## src/rtl/unary_sort_pkg.sv

```systemverilog
package unary_sort_pkg;

  typedef enum logic [1:0] {
    ST_IDLE = 2'd0,
    ST_FIND = 2'd1,
    ST_PUT  = 2'd2,
    ST_DONE = 2'd3
  } sortState_e;

  // strobes from the controller into the datapath
  typedef struct packed {
    logic load;        // capture inputs, reset sweep
    logic step;        // advance the shared down counter
    logic capture;     // latch the new hits into flags and pending set
    logic captureRest; // move every unflagged (zero) element to pending
    logic emit;        // output lowest pending element and mask it
  } sortCtrl_t;

endpackage

```

## src/rtl/lowest_index_encoder.sv

```systemverilog
module lowest_index_encoder #(
  parameter int N = 8,
  localparam int IW = (N > 1) ? $clog2(N) : 1
) (
  input  logic [N-1:0]  req,
  output logic [IW-1:0] idx
);

  always_comb begin
    idx = '0;
    for (int i = N - 1; i >= 0; i--) begin
      if (req[i]) idx = IW'(i);
    end
  end

endmodule

```

## src/rtl/unary_sort_datapath.sv

```systemverilog
module unary_sort_datapath
  import unary_sort_pkg::*;
#(
  parameter int N = 8,
  parameter int W = 4,
  localparam int IW = (N > 1) ? $clog2(N) : 1,
  localparam int CW = $clog2(N + 1)
) (
  input  logic            clk,
  input  logic            rstN,
  input  sortCtrl_t       ctrl,
  input  logic [N*W-1:0]  inData,
  output logic [CW-1:0]   hitCount,
  output logic [CW-1:0]   restCount,
  output logic            cntZero,
  output logic            outValid,
  output logic [W-1:0]    outData,
  output logic [IW-1:0]   outIndex
);

  logic [W-1:0]  sweepCnt;
  logic [W-1:0]  vals [N];
  logic [N-1:0]  unaryBit;
  logic [N-1:0]  hits;
  logic [N-1:0]  flags;
  logic [N-1:0]  pending;
  logic [IW-1:0] selIdx;

  // per-element storage and unary stream generation
  for (genvar g = 0; g < N; g++) begin : g_elem
    always_ff @(posedge clk or negedge rstN) begin
      if (!rstN)         vals[g] <= '0;
      else if (ctrl.load) vals[g] <= inData[g*W +: W];
    end
    assign unaryBit[g] = (vals[g] > sweepCnt);
    assign hits[g]     = unaryBit[g] & ~flags[g];
  end

  assign cntZero = (sweepCnt == '0);

  always_comb begin
    hitCount  = '0;
    restCount = '0;
    for (int i = 0; i < N; i++) begin
      hitCount  = hitCount + CW'(hits[i]);
      restCount = restCount + CW'(~flags[i]);
    end
  end

  lowest_index_encoder #(.N(N)) enc_i (
    .req (pending),
    .idx (selIdx)
  );

  always_ff @(posedge clk or negedge rstN) begin
    if (!rstN) begin
      sweepCnt <= '0;
      flags    <= '0;
      pending  <= '0;
      outValid <= 1'b0;
      outData  <= '0;
      outIndex <= '0;
    end else begin
      outValid <= ctrl.emit;
      if (ctrl.load) begin
        sweepCnt <= '1;
        flags    <= '0;
        pending  <= '0;
      end else begin
        if (ctrl.step && !cntZero) sweepCnt <= sweepCnt - 1'b1;
        if (ctrl.capture) begin
          flags   <= flags | hits;
          pending <= hits;
        end else if (ctrl.captureRest) begin
          pending <= ~flags;
          flags   <= '1;
        end else if (ctrl.emit) begin
          pending[selIdx] <= 1'b0;
        end
      end
      if (ctrl.emit) begin
        outData  <= vals[selIdx];
        outIndex <= selIdx;
      end
    end
  end

endmodule

```

## src/rtl/unary_sort_ctrl.sv

```systemverilog
module unary_sort_ctrl
  import unary_sort_pkg::*;
#(
  parameter int N = 8,
  localparam int CW = $clog2(N + 1)
) (
  input  logic          clk,
  input  logic          rstN,
  input  logic          start,
  input  logic [CW-1:0] hitCount,
  input  logic [CW-1:0] restCount,
  input  logic          cntZero,
  output sortCtrl_t     ctrl,
  output logic          done
);

  sortState_e    state, stateNext;
  logic [CW-1:0] putLeft, putNext;
  logic          lastBatch, lastNext;

  always_comb begin
    ctrl      = '0;
    stateNext = state;
    putNext   = putLeft;
    lastNext  = lastBatch;
    case (state)
      ST_IDLE, ST_DONE: begin
        if (start) begin
          ctrl.load = 1'b1;
          stateNext = ST_FIND;
        end
      end
      ST_FIND: begin
        ctrl.step = 1'b1;
        if (hitCount != '0) begin
          ctrl.capture = 1'b1;
          putNext      = hitCount;
          lastNext     = 1'b0;
          stateNext    = ST_PUT;
        end else if (cntZero) begin
          if (restCount != '0) begin
            ctrl.captureRest = 1'b1;
            putNext          = restCount;
            lastNext         = 1'b1;
            stateNext        = ST_PUT;
          end else begin
            stateNext = ST_DONE;
          end
        end
      end
      ST_PUT: begin
        ctrl.emit = 1'b1;
        putNext   = putLeft - 1'b1;
        if (putLeft == CW'(1)) begin
          stateNext = (lastBatch || restCount == '0) ? ST_DONE : ST_FIND;
        end
      end
      default: stateNext = ST_IDLE;
    endcase
  end

  always_ff @(posedge clk or negedge rstN) begin
    if (!rstN) begin
      state     <= ST_IDLE;
      putLeft   <= '0;
      lastBatch <= 1'b0;
    end else begin
      state     <= stateNext;
      putLeft   <= putNext;
      lastBatch <= lastNext;
    end
  end

  assign done = (state == ST_DONE);

endmodule

```

## src/rtl/unary_max_sorter.sv

```systemverilog
module unary_max_sorter
  import unary_sort_pkg::*;
#(
  parameter int N = 8,
  parameter int W = 4,
  localparam int IW = (N > 1) ? $clog2(N) : 1,
  localparam int CW = $clog2(N + 1)
) (
  input  logic           clk,
  input  logic           rstN,
  input  logic           start,
  input  logic [N*W-1:0] inData,
  output logic           outValid,
  output logic [W-1:0]   outData,
  output logic [IW-1:0]  outIndex,
  output logic           done
);

  sortCtrl_t     ctrl;
  logic [CW-1:0] hitCount;
  logic [CW-1:0] restCount;
  logic          cntZero;

  unary_sort_ctrl #(.N(N)) ctrl_i (
    .clk       (clk),
    .rstN      (rstN),
    .start     (start),
    .hitCount  (hitCount),
    .restCount (restCount),
    .cntZero   (cntZero),
    .ctrl      (ctrl),
    .done      (done)
  );

  unary_sort_datapath #(.N(N), .W(W)) dp_i (
    .clk       (clk),
    .rstN      (rstN),
    .ctrl      (ctrl),
    .inData    (inData),
    .hitCount  (hitCount),
    .restCount (restCount),
    .cntZero   (cntZero),
    .outValid  (outValid),
    .outData   (outData),
    .outIndex  (outIndex)
  );

endmodule

```

## config.mk

```make
export PLATFORM = sky130hd
export DESIGN_NAME = unary_max_sorter
export DESIGN_NICKNAME = d
export VERILOG_FILES = /design/src/rtl/unary_sort_pkg.sv /design/src/rtl/lowest_index_encoder.sv /design/src/rtl/unary_sort_datapath.sv /design/src/rtl/unary_sort_ctrl.sv /design/src/rtl/unary_max_sorter.sv
export SDC_FILE = /design/constraint.sdc
export NUM_CORES = 1
export LEC_CHECK = 0
export BUFFER_PORTS_ARGS = -buffer_cell sky130_fd_sc_hd__buf_2
export CAP_MARGIN = 20
export CORE_UTILIZATION = 53
export DETAILED_ROUTE_END_ITERATION = 12
export GPL_ROUTABILITY_DRIVEN = 0
export HOLD_SLACK_MARGIN = 0.15
export PLACE_DENSITY = 0.74
export SLEW_MARGIN = 10
export SYNTH_ARGS = -nofsm -noshare
export SYNTH_HDL_FRONTEND = slang
export SYNTH_SLANG_ARGS = --single-unit
```

## constraint.sdc

```tcl
create_clock -name clk -period 4.9 [get_ports clk]
set_input_delay 0.49 -clock clk [delete_from_list [all_inputs] [get_ports clk]]
set_output_delay 0.49 -clock clk [all_outputs]
set_load 0.03 [all_outputs]
```

Yosys cells after proc, flatten, opt, wreduce, memory -nomap -nowiden --
Index checks and enable logic that the tools add are counted.
Storage, ports and cells: bits in registers 67, output and inout port bits 9, logic and storage cells 144, bits of input ports 35
Operators by class: bitwise gates (word level) 29, equal/unequal tests 8, magnitude comparators 11, $add $sub $neg 16, multiplexer cells 44, reductions and logical operators 19
Operator list (number):
- $mux W8 | 7
- $gt A4 B4 Y1 | 8
- $not A1 Y4 | 8
- $add A4 B4 Y4 | 7
- $mux W4 | 7
- $mux W3 | 9
- $add A4 B1 Y4 | 6
- $not A8 Y8 | 2
- $bmux W4 S3 | 1
- $mux W1 | 12
- $reduce_bool A4 Y1 | 3
- $mux W2 | 5
- $reduce_and A3 Y1 | 3
- $and A1 B1 Y1 | 8
- $and A8 B8 Y8 | 1
- $logic_not A4 Y1 | 2
- $not A1 Y1 | 8
- $or A8 B8 Y8 | 1
- $pmux W4 S2 | 1
- $reduce_bool A2 Y1 | 4
- $sub A4 B1 Y4 const B | 2
- $ne A3 B1 Y1 const B | 2
- $pmux W2 S3 | 1
- $eq A2 B2 Y1 const B | 2
- 16 further kinds | 17

Depth between registers and ports, before layout --
Gate-level depths: netlist (run 1).
word-level depth 18, depth in mapped cells 19, depth with buffers taken out 18

Hierarchy --
From an unflattened synthesis (run 1), not the netlist that was laid out.
Unflattened totals: cells, all modules 452, area, all modules 4583.1 um^2
By module, submodules not included:
- unary_sort_datapath | instances 1, seq. area each 1501.4 um^2, cells each 384, area an instance 3937.5 um^2
- unary_sort_ctrl | instances 1, seq. area each 175.2 um^2, cells each 56, area an instance 561.8 um^2
- lowest_index_encoder | instances 1, seq. area each 0.0 um^2, cells each 12, area an instance 83.8 um^2

Worst setup path before layout (run 1) --
OpenSTA, ideal clock, no wires.
path type reg2reg, start register dp_i.sweepCnt[1], end register ctrl_i.putLeft[2], setup slack 0.196 ns, arrival 4.608 ns, library setup time 0.096 ns, stages on the path, launching flop included 19, path buffers 0, data required time 4.804 ns, period minus slack after synthesis 4.704 ns, cells stage by stage dfrtp_1 > inv_1 > ha_1 > nor2b_1 > o21ai_0 > a21oi_1 > and2_1 > ha_1 > inv_1 > fa_1 > fa_1 > fa_1 > inv_1 > fa_1 > and4b_1 > a31o_1 > a31oi_1 > and4_2 > nor4_2
On the way: word-level cells in the longest chain between the ends 12, elaborated cells on any way between the ends 30, those cells by class add/sub: 7; order compare: 8; eq/ne: 2; mux: 2; bitwise: 8; reduce/logical: 3
Ends and longest elaborated chain:
- start: declaration | line unary_sort_datapath.sv:21 | logic [W-1:0] sweepCnt;
- start signal: assignment | line unary_sort_datapath.sv:70 | if (ctrl.step && !cntZero) sweepCnt <= sweepCnt - 1'b1;
- $gt A4 B4 Y1 | line unary_sort_datapath.sv:35 | assign unaryBit[g] = (vals[g] > sweepCnt);
- $and A1 B1 Y1 | line unary_sort_datapath.sv:36 | assign hits[g] = unaryBit[g] & ~flags[g];
- $add A1 B1 Y2 | line unary_sort_datapath.sv:45 | hitCount = hitCount + CW'(hits[i]);
- $add A4 B1 Y4 (6 in a row) | line unary_sort_datapath.sv:45
- $reduce_bool A4 Y1 | line unary_sort_ctrl.sv:35 | if (hitCount != '0) begin
- $ne A3 B1 Y1 (no source line) or $mux W4 (tied branches)
- $reduce_and A3 Y1 (no source line) or $pmux W4 S2 (tied branches)
- end signal: assignment | line unary_sort_ctrl.sv:69 | putLeft <= putNext;
- end: declaration | line unary_sort_ctrl.sv:18 | logic [CW-1:0] putLeft, putNext;
Several ways; a longest one is shown, not always the timed one. A chain may end at the register's enable or synchronous reset.

Final worst setup path (run 1) --
start register dp_i.vals[25] (netlist bit), end register dp_i.pending[7]
On the way: word-level cells in the longest chain between the ends 15, elaborated cells on any way between the ends 17, those cells by class add/sub: 7; order compare: 1; mux: 6; bitwise: 1; reduce/logical: 2
Ends and longest elaborated chain:
- start: declaration | line unary_sort_datapath.sv:22 | logic [W-1:0] vals [N];
- start signal: indexed assignment | line unary_sort_datapath.sv:33 | else if (ctrl.load) vals[g] <= inData[g*W +: W];
- $gt A4 B4 Y1 (*) | line unary_sort_datapath.sv:35
- $and A1 B1 Y1 (*) | line unary_sort_datapath.sv:36
- $add A1 B1 Y2 (*) | line unary_sort_datapath.sv:45
- $add A4 B1 Y4 (*) (6 in a row) | line unary_sort_datapath.sv:45
- $reduce_bool A4 Y1 (*) | line unary_sort_ctrl.sv:35
- $mux W1 | line unary_sort_ctrl.sv:35
- $mux W3 (*) | line unary_sort_ctrl.sv:26 | case (state)
- $mux W8 | line unary_sort_datapath.sv:74 | end else if (ctrl.captureRest) begin
- $mux W8 | line unary_sort_datapath.sv:71 | if (ctrl.capture) begin
- $mux W8 | line unary_sort_datapath.sv:65 | if (ctrl.load) begin
- end signal: assignment | line unary_sort_datapath.sv:73 | pending <= hits;
- end signal: assignment | line unary_sort_datapath.sv:75 | pending <= ~flags;
- end: declaration | line unary_sort_datapath.sv:26 | logic [N-1:0] pending;
Mark *: on every way between the ends. The rest lies on a longest branch, timed or not.

==> results of run 1 <==
## critical path, stage by stage, from the launching register on
cell and delay [ns]:
dfrtp_1 0.41, ha_1 0.32, nor2b_1 0.14, o21ai_1 0.12
a21oi_1 0.11, and2_1 0.17, ha_1 0.27, inv_1 0.05
fa_1 0.55, fa_1 0.43, fa_2 0.36, inv_2 0.08
fa_2 0.47, and4b_2 0.36, a31o_4 0.18, buf_4 0.10
a21oi_1 0.05, buf_4 0.19, a21o_1 0.15, a31oi_1 0.16
## worst paths after layout
check                                        startpoint                      endpoint
setup / recovery              dp_i.vals[25]$_DFFE_PN0P_   dp_i.pending[7]$_DFFE_PN0P_
hold / removal                                     rstN     dp_i.vals[16]$_DFFE_PN0P_
setup reg to reg              dp_i.vals[25]$_DFFE_PN0P_   dp_i.pending[7]$_DFFE_PN0P_
hold reg to reg            dp_i.outIndex[0]$_DFFE_PN0P_  dp_i.outIndex[0]$_DFFE_PN0P_
max in group asynchronous                          rstN  dp_i.sweepCnt[0]$_DFFE_PN0P_
min in group clk                             inData[13]     dp_i.vals[17]$_DFFE_PN0P_
## per-layer routing
| metal | GRT usage, % | vias to the layer above | wire length [um] |
|---|---|---|---|
| met5 | 0 | - | 0 |
| met4 | 8.33 | 0 | 242 |
| met3 | 5.88 | 26 | 624 |
| met2 | 46.0 | 144 | 5430 |
| met1 | 33.6 | 1865 | 4790 |
| li1 | - | 1782 | - |
## cell families after synthesis
family / synth area share (%)
AO/OA/AOI/OAI: 16.7
XOR/XNOR: 0.775
adder cells (fa/ha/maj): 15.7
flip-flops: 37.1
AND/OR/NAND/NOR: 15.4
multiplexers: 9.14
buffers and inverters: 5.18
## final cells by class
cell class                 count  share of cell area, %
clock buffer                  11                   2.66
clock inverter                 5                   1.60
inverter                      39                   2.76
multi-input combinational    329                   50.4
sequential                    67                   31.6
tap                          105                   2.47
timing repair buffer          72                   8.48
## per-stage QoR
stage	cells	setup slack (ns)	TNS [ns]	hold slack [ns]
global placement	606	0.108	0	0.460
detailed placement	606	-0.0357	-0.0357	0.468
CTS	623	-0.0250	-0.0823	0.366
floorplan	453	0.196	0	0.194
global route	628	-0.0167	-0.0782	0.357
finish	628	0.150	0	0.319
## registers in the layout, summed over array words and instances (netlist names)
signal            count
ctrl_i.lastBatch      1
ctrl_i.putLeft        4
ctrl_i.state          2
dp_i.flags            8
dp_i.outData          4
dp_i.outIndex         3
dp_i.outValid         1
dp_i.pending          8
dp_i.sweepCnt         4
dp_i.vals            32
## timing repair
action | 4_1_cts | 5_1_grt
pin swaps | 3 | 7
resized for setup | 0 | 24
gates cloned | 0 | 1
setup endpoints to repair | 9 | 23
hold buffers | 0 | 0
buffers inserted | 1 | 3
## layout by cell type, fill, tap and decap left out, drive strengths merged, types with 3 or more instances in the layout
cell,n
o2111ai,3
a31oi,7
dfrtp,67
nand3,10
clkbuf,11
xnor2,3
o31ai,3
nor3,5
a22oi,9
o21ai,35
nor2b,10
nand4b,4
nor4b,3
a221oi,4
a31o,3
ha,44
a21o,6
nand2,39
buf,72
fa,8
a21oi,25
inv,40
o211ai,11
mux2,34
nand4,8
and4,6
nand2b,4
mux2i,3
nor2,17
==> results.ini, run 1 <==
[cells_and_area]
syn_to_final_growth_pct = 17.5
multi_input_area_um2 = 2680
final_layout_size_suffix_gt1_share_pct = 27.9
seq_area_um2 = 1680
final_area_um2 = 5310
antenna_cells = 0
utilization_pct = 64.6
nFillCells = 661
layout.nets = 605

[route]
drtIter0Drc = 278
route.antenna.remaining_nets = 0
drc_errors = 0
drt-total-wl_um = 11100
drt-vias-per-instance = 6.08
num_vias = 3817
first_pass_iters = 5
wire_per_inst_um = 17.7

[sta]
skew_ns = 0.0103
period_needed_ns = 4.75
setup_viol = 0
fmax_ghz = 0.211
slew_viol_final = 0
hold_violations = 0
tightest_slew_ns = 0.860
period_share_pct = 96.9
slew_headroom_pct = 42.7

[worst_setup_path]
cp.arrival_ns = 5.01
end_kind = flop
cp_max_fo = 6
path_class = reg -> reg
r2r_cells = 19
timing.critical_path.required_ns = 5.16
critPathLaunchType = flop
reg2reg_slack_ns = 0.15

[cts]
cts_buffer_depth = 2
path_clk_slew_ns = 0.08
cts_tree = done
cts_made_buffers = 9
clock-sinks = 67
insertion_delay_ns = 0.35
cts.htree.levels = 3
root_buffer = clkbuf_8

[floorplanning]
core-area_um2 = 8220
dieArea_um2 = 8900
die_h_um = 94.3
rows = 33
fp.dieW_um = 94.3
ioPinCount = 44
start_util_pct = 55.0

[yosys]
synth_top_cell_area_share_pct = 37.1
ys_seq_area_share_pct = 37.1
ys_ff_latch = 67
yosys-top-cells-area = dfrtp_1, ha_1, mux2_2
async_reset_ff_share_pct = 100
syn_nets = 540
syn_area_um2 = 4520
synth_common_cells = dfrtp_1, ha_1, inv_1, nand2_1
synth_area_per_cell_um2 = 9.98
ys.flop_type = dfrtp_1
synth_edf_count = 0
synth_cell_types = 62
yosysMostFrequentCell = dfrtp_1
ys_warn_count = 0
synth.largest_area_cell = dfrtp_1
synthCells = 453

[grt]
antenna_found_initial = 0
grt_use_total_pct = 26.8
grt_pass1_wl_um = 18200
grt_pass1_vias = 3772
grt_overflow = 0
grt_max_degree = 68

[status]
status = completed

[place]
dp_hpwl_um = 8200
dpl-instance-area_um2 = 4950
port_buffers = 43

[job]
drv_cap = 0

[hold_path]
hold_class = in -> async

Power of run 1 is left out: the tool's default activity adds up to more than one toggle a clock period on the data nets, which glitch-free logic cannot reach.
==> run 2: changes to the inputs <==
--- a/config.mk
+++ b/config.mk
@@ -5,6 +5,7 @@
 export SDC_FILE = /design/constraint.sdc
 export NUM_CORES = 1
 export LEC_CHECK = 0
+export ABC_AREA = 1
 export BUFFER_PORTS_ARGS = -buffer_cell sky130_fd_sc_hd__buf_2
 export CAP_MARGIN = 20
 export CORE_UTILIZATION = 53
==> results.ini, run 2 <==
[yosys]
syn_area_um2 = 4510
async_reset_ff_share_pct = 100
synth.largest_area_cell = dfrtp_1
yosysMostFrequentCell = nand2_1
ys.flop_type = dfrtp_1
synthCells = 593
ys_seq_area_share_pct = 37.2
yosys-top-cells-area = dfrtp_1, nand2_1, ha_1
synth_edf_count = 0
syn_nets = 680
synth_cell_types = 30
synth_common_cells = nand2_1, dfrtp_1, inv_1
synth_top_cell_area_share_pct = 37.2
ys_warn_count = 0
ys_ff_latch = 67
synth_area_per_cell_um2 = 7.60

[cts]
cts_hold_buf = 0
insertion_delay_ns = 0.36
cts.htree.levels = 3
cts_tree = done
root_buffer = clkbuf_8
path_clk_slew_ns = 0.07
cts_buffer_depth = 2
cts_made_buffers = 9
clock-sinks = 67

[sta]
skew_ns = 0.00871
hold_violations = 0
setup_tns_ns = 0
grt_setup_unrepaired = no
setup_slack_ns = 0.294
period_needed_ns = 4.61
tightest_slew_ns = 0.896
period_share_pct = 94.0
slew_viol_final = 0
fmax_ghz = 0.217
slew_headroom_pct = 40.1
setup_viol = 0

[worst_setup_path]
slowest_delay_ns = 0.56
end_kind = flop
path_cells = ha_1, a21oi_1, o21ai_0, o21ai_1, nor2_1, ha_1, inv_1, fa_1, fa_1, fa_1, inv_2, fa_1, inv_1, nand2_2, nor2_4, nand2_1, nand3_4, nand2_4, inv_2, nor2_1, o21ai_1, nand2_1
timing.critical_path.required_ns = 5.14
cp.arrival_ns = 4.85
critPathLaunchType = flop
cpMostUsedCell = fa_1
crit_buf_inv = 4
path_delay_family = adder cells
cp_max_fo = 11
reg2reg_slack_ns = 0.29
path_class = reg -> reg
cpMaxStageDelayCell = fa_1

[place]
dp_hpwl_um = 8650
port_buffers = 43
post-place-ws_ns = 0.154
dpl-instance-area_um2 = 4820
placed_cells = 730

[route]
route.antenna.remaining_nets = 0
wire_per_inst_um = 16.0
num_vias = 4229
drt-vias-per-instance = 5.64
drt-total-wl_um = 12000
drc_errors = 0
drtIter0Drc = 258
first_pass_iters = 5

[status]
status = completed

[cells_and_area]
layout.nets = 728
syn_to_final_growth_pct = 13.3
final_common_cell = nand2_1
layout_common_cells = nand2_1, dfrtp_1, inv_1
reg.largest.list = dp_i.vals x32, dp_i.flags x8, dp_i.pending x8
seq_area_um2 = 1680
largest_register_ffs = 32
nFillCells = 731
final_area_um2 = 5110
multi_input_area_um2 = 2510
fin_cells = 750
final_layout_size_suffix_gt1_share_pct = 13.6
top_register = dp_i.vals
antenna_cells = 0

[floorplanning]
start_util_pct = 54.9
rows = 33
dieArea_um2 = 8880
fp.dieW_um = 94.2
die_h_um = 94.2
ioPinCount = 44
core-area_um2 = 8220

[grt]
grt_pass1_wl_um = 20000
grt_use_total_pct = 29.8
antenna_found_initial = 0
grt_pass1_vias = 4215
grt_max_degree = 68
grt_overflow = 0

[hold_path]
hold_class = in -> async

[job]
drv_cap = 0

==> run 2: timing repair <==
item	in CTS	in global routing
endpoints found under the setup margin	0	15
gates resized for setup	0	11
setup buffers	0	4
==> run 2: worst paths after layout <==
kind,from,endpoint,cells after the start
setup / recovery,dp_i.vals[29]$_DFFE_PN0P_,dp_i.pending[1]$_DFFE_PN0P_,22
hold / removal,rstN,dp_i.vals[29]$_DFFE_PN0P_,2
max in group asynchronous,rstN,dp_i.vals[20]$_DFFE_PN0P_,2
hold reg to reg,dp_i.outIndex[0]$_DFFE_PN0P_,dp_i.outIndex[0]$_DFFE_PN0P_,2
setup reg to reg,dp_i.vals[29]$_DFFE_PN0P_,dp_i.pending[1]$_DFFE_PN0P_,22
min in group clk,inData[2],dp_i.vals[30]$_DFFE_PN0P_,3
==> run 2: area by class of cell <==
class	count	share of cell area, %
clock buffers	13	3.11
clock inverters	2	0.686
inverters	69	5.07
multi-input cells	439	49.1
flip-flops and latches	67	32.8
well taps	105	2.57
repair buffers	55	6.62
==> run 2: kinds of logic (layout without fill, tap and decap cells) <==
family	Yosys count	in the layout	synth area share (%)
xor+xnor	5	5	0.972
compound gates	90	90	10.5
simple gates	292	292	27.9
buf+inv	87	139	7.61
fa+ha+maj	52	52	15.8
flops	67	67	37.2
==> run 2: metal layers <==
| metal | global-route usage, % | up-vias | share of wire [%] |
|---|---|---|---|
| li1 | - | 2029 | - |
| met1 | 37.8 | 1978 | 43 |
| met2 | 48.8 | 191 | 47 |
| met3 | 6.55 | 31 | 7.6 |
| met4 | 12.3 | 0 | 2.4 |
| met5 | 0 | - | 0 |
==> run 2: per-stage QoR <==
step / util, % / hold slack (ns)
floorplan: - / 0.194
global route: 62.1 / 0.317
global placement: 58.7 / 0.465
finish: 62.1 / 0.318
CTS: 61.0 / 0.319
detailed placement: 58.7 / 0.472
Power of run 2 is left out for the same reason.
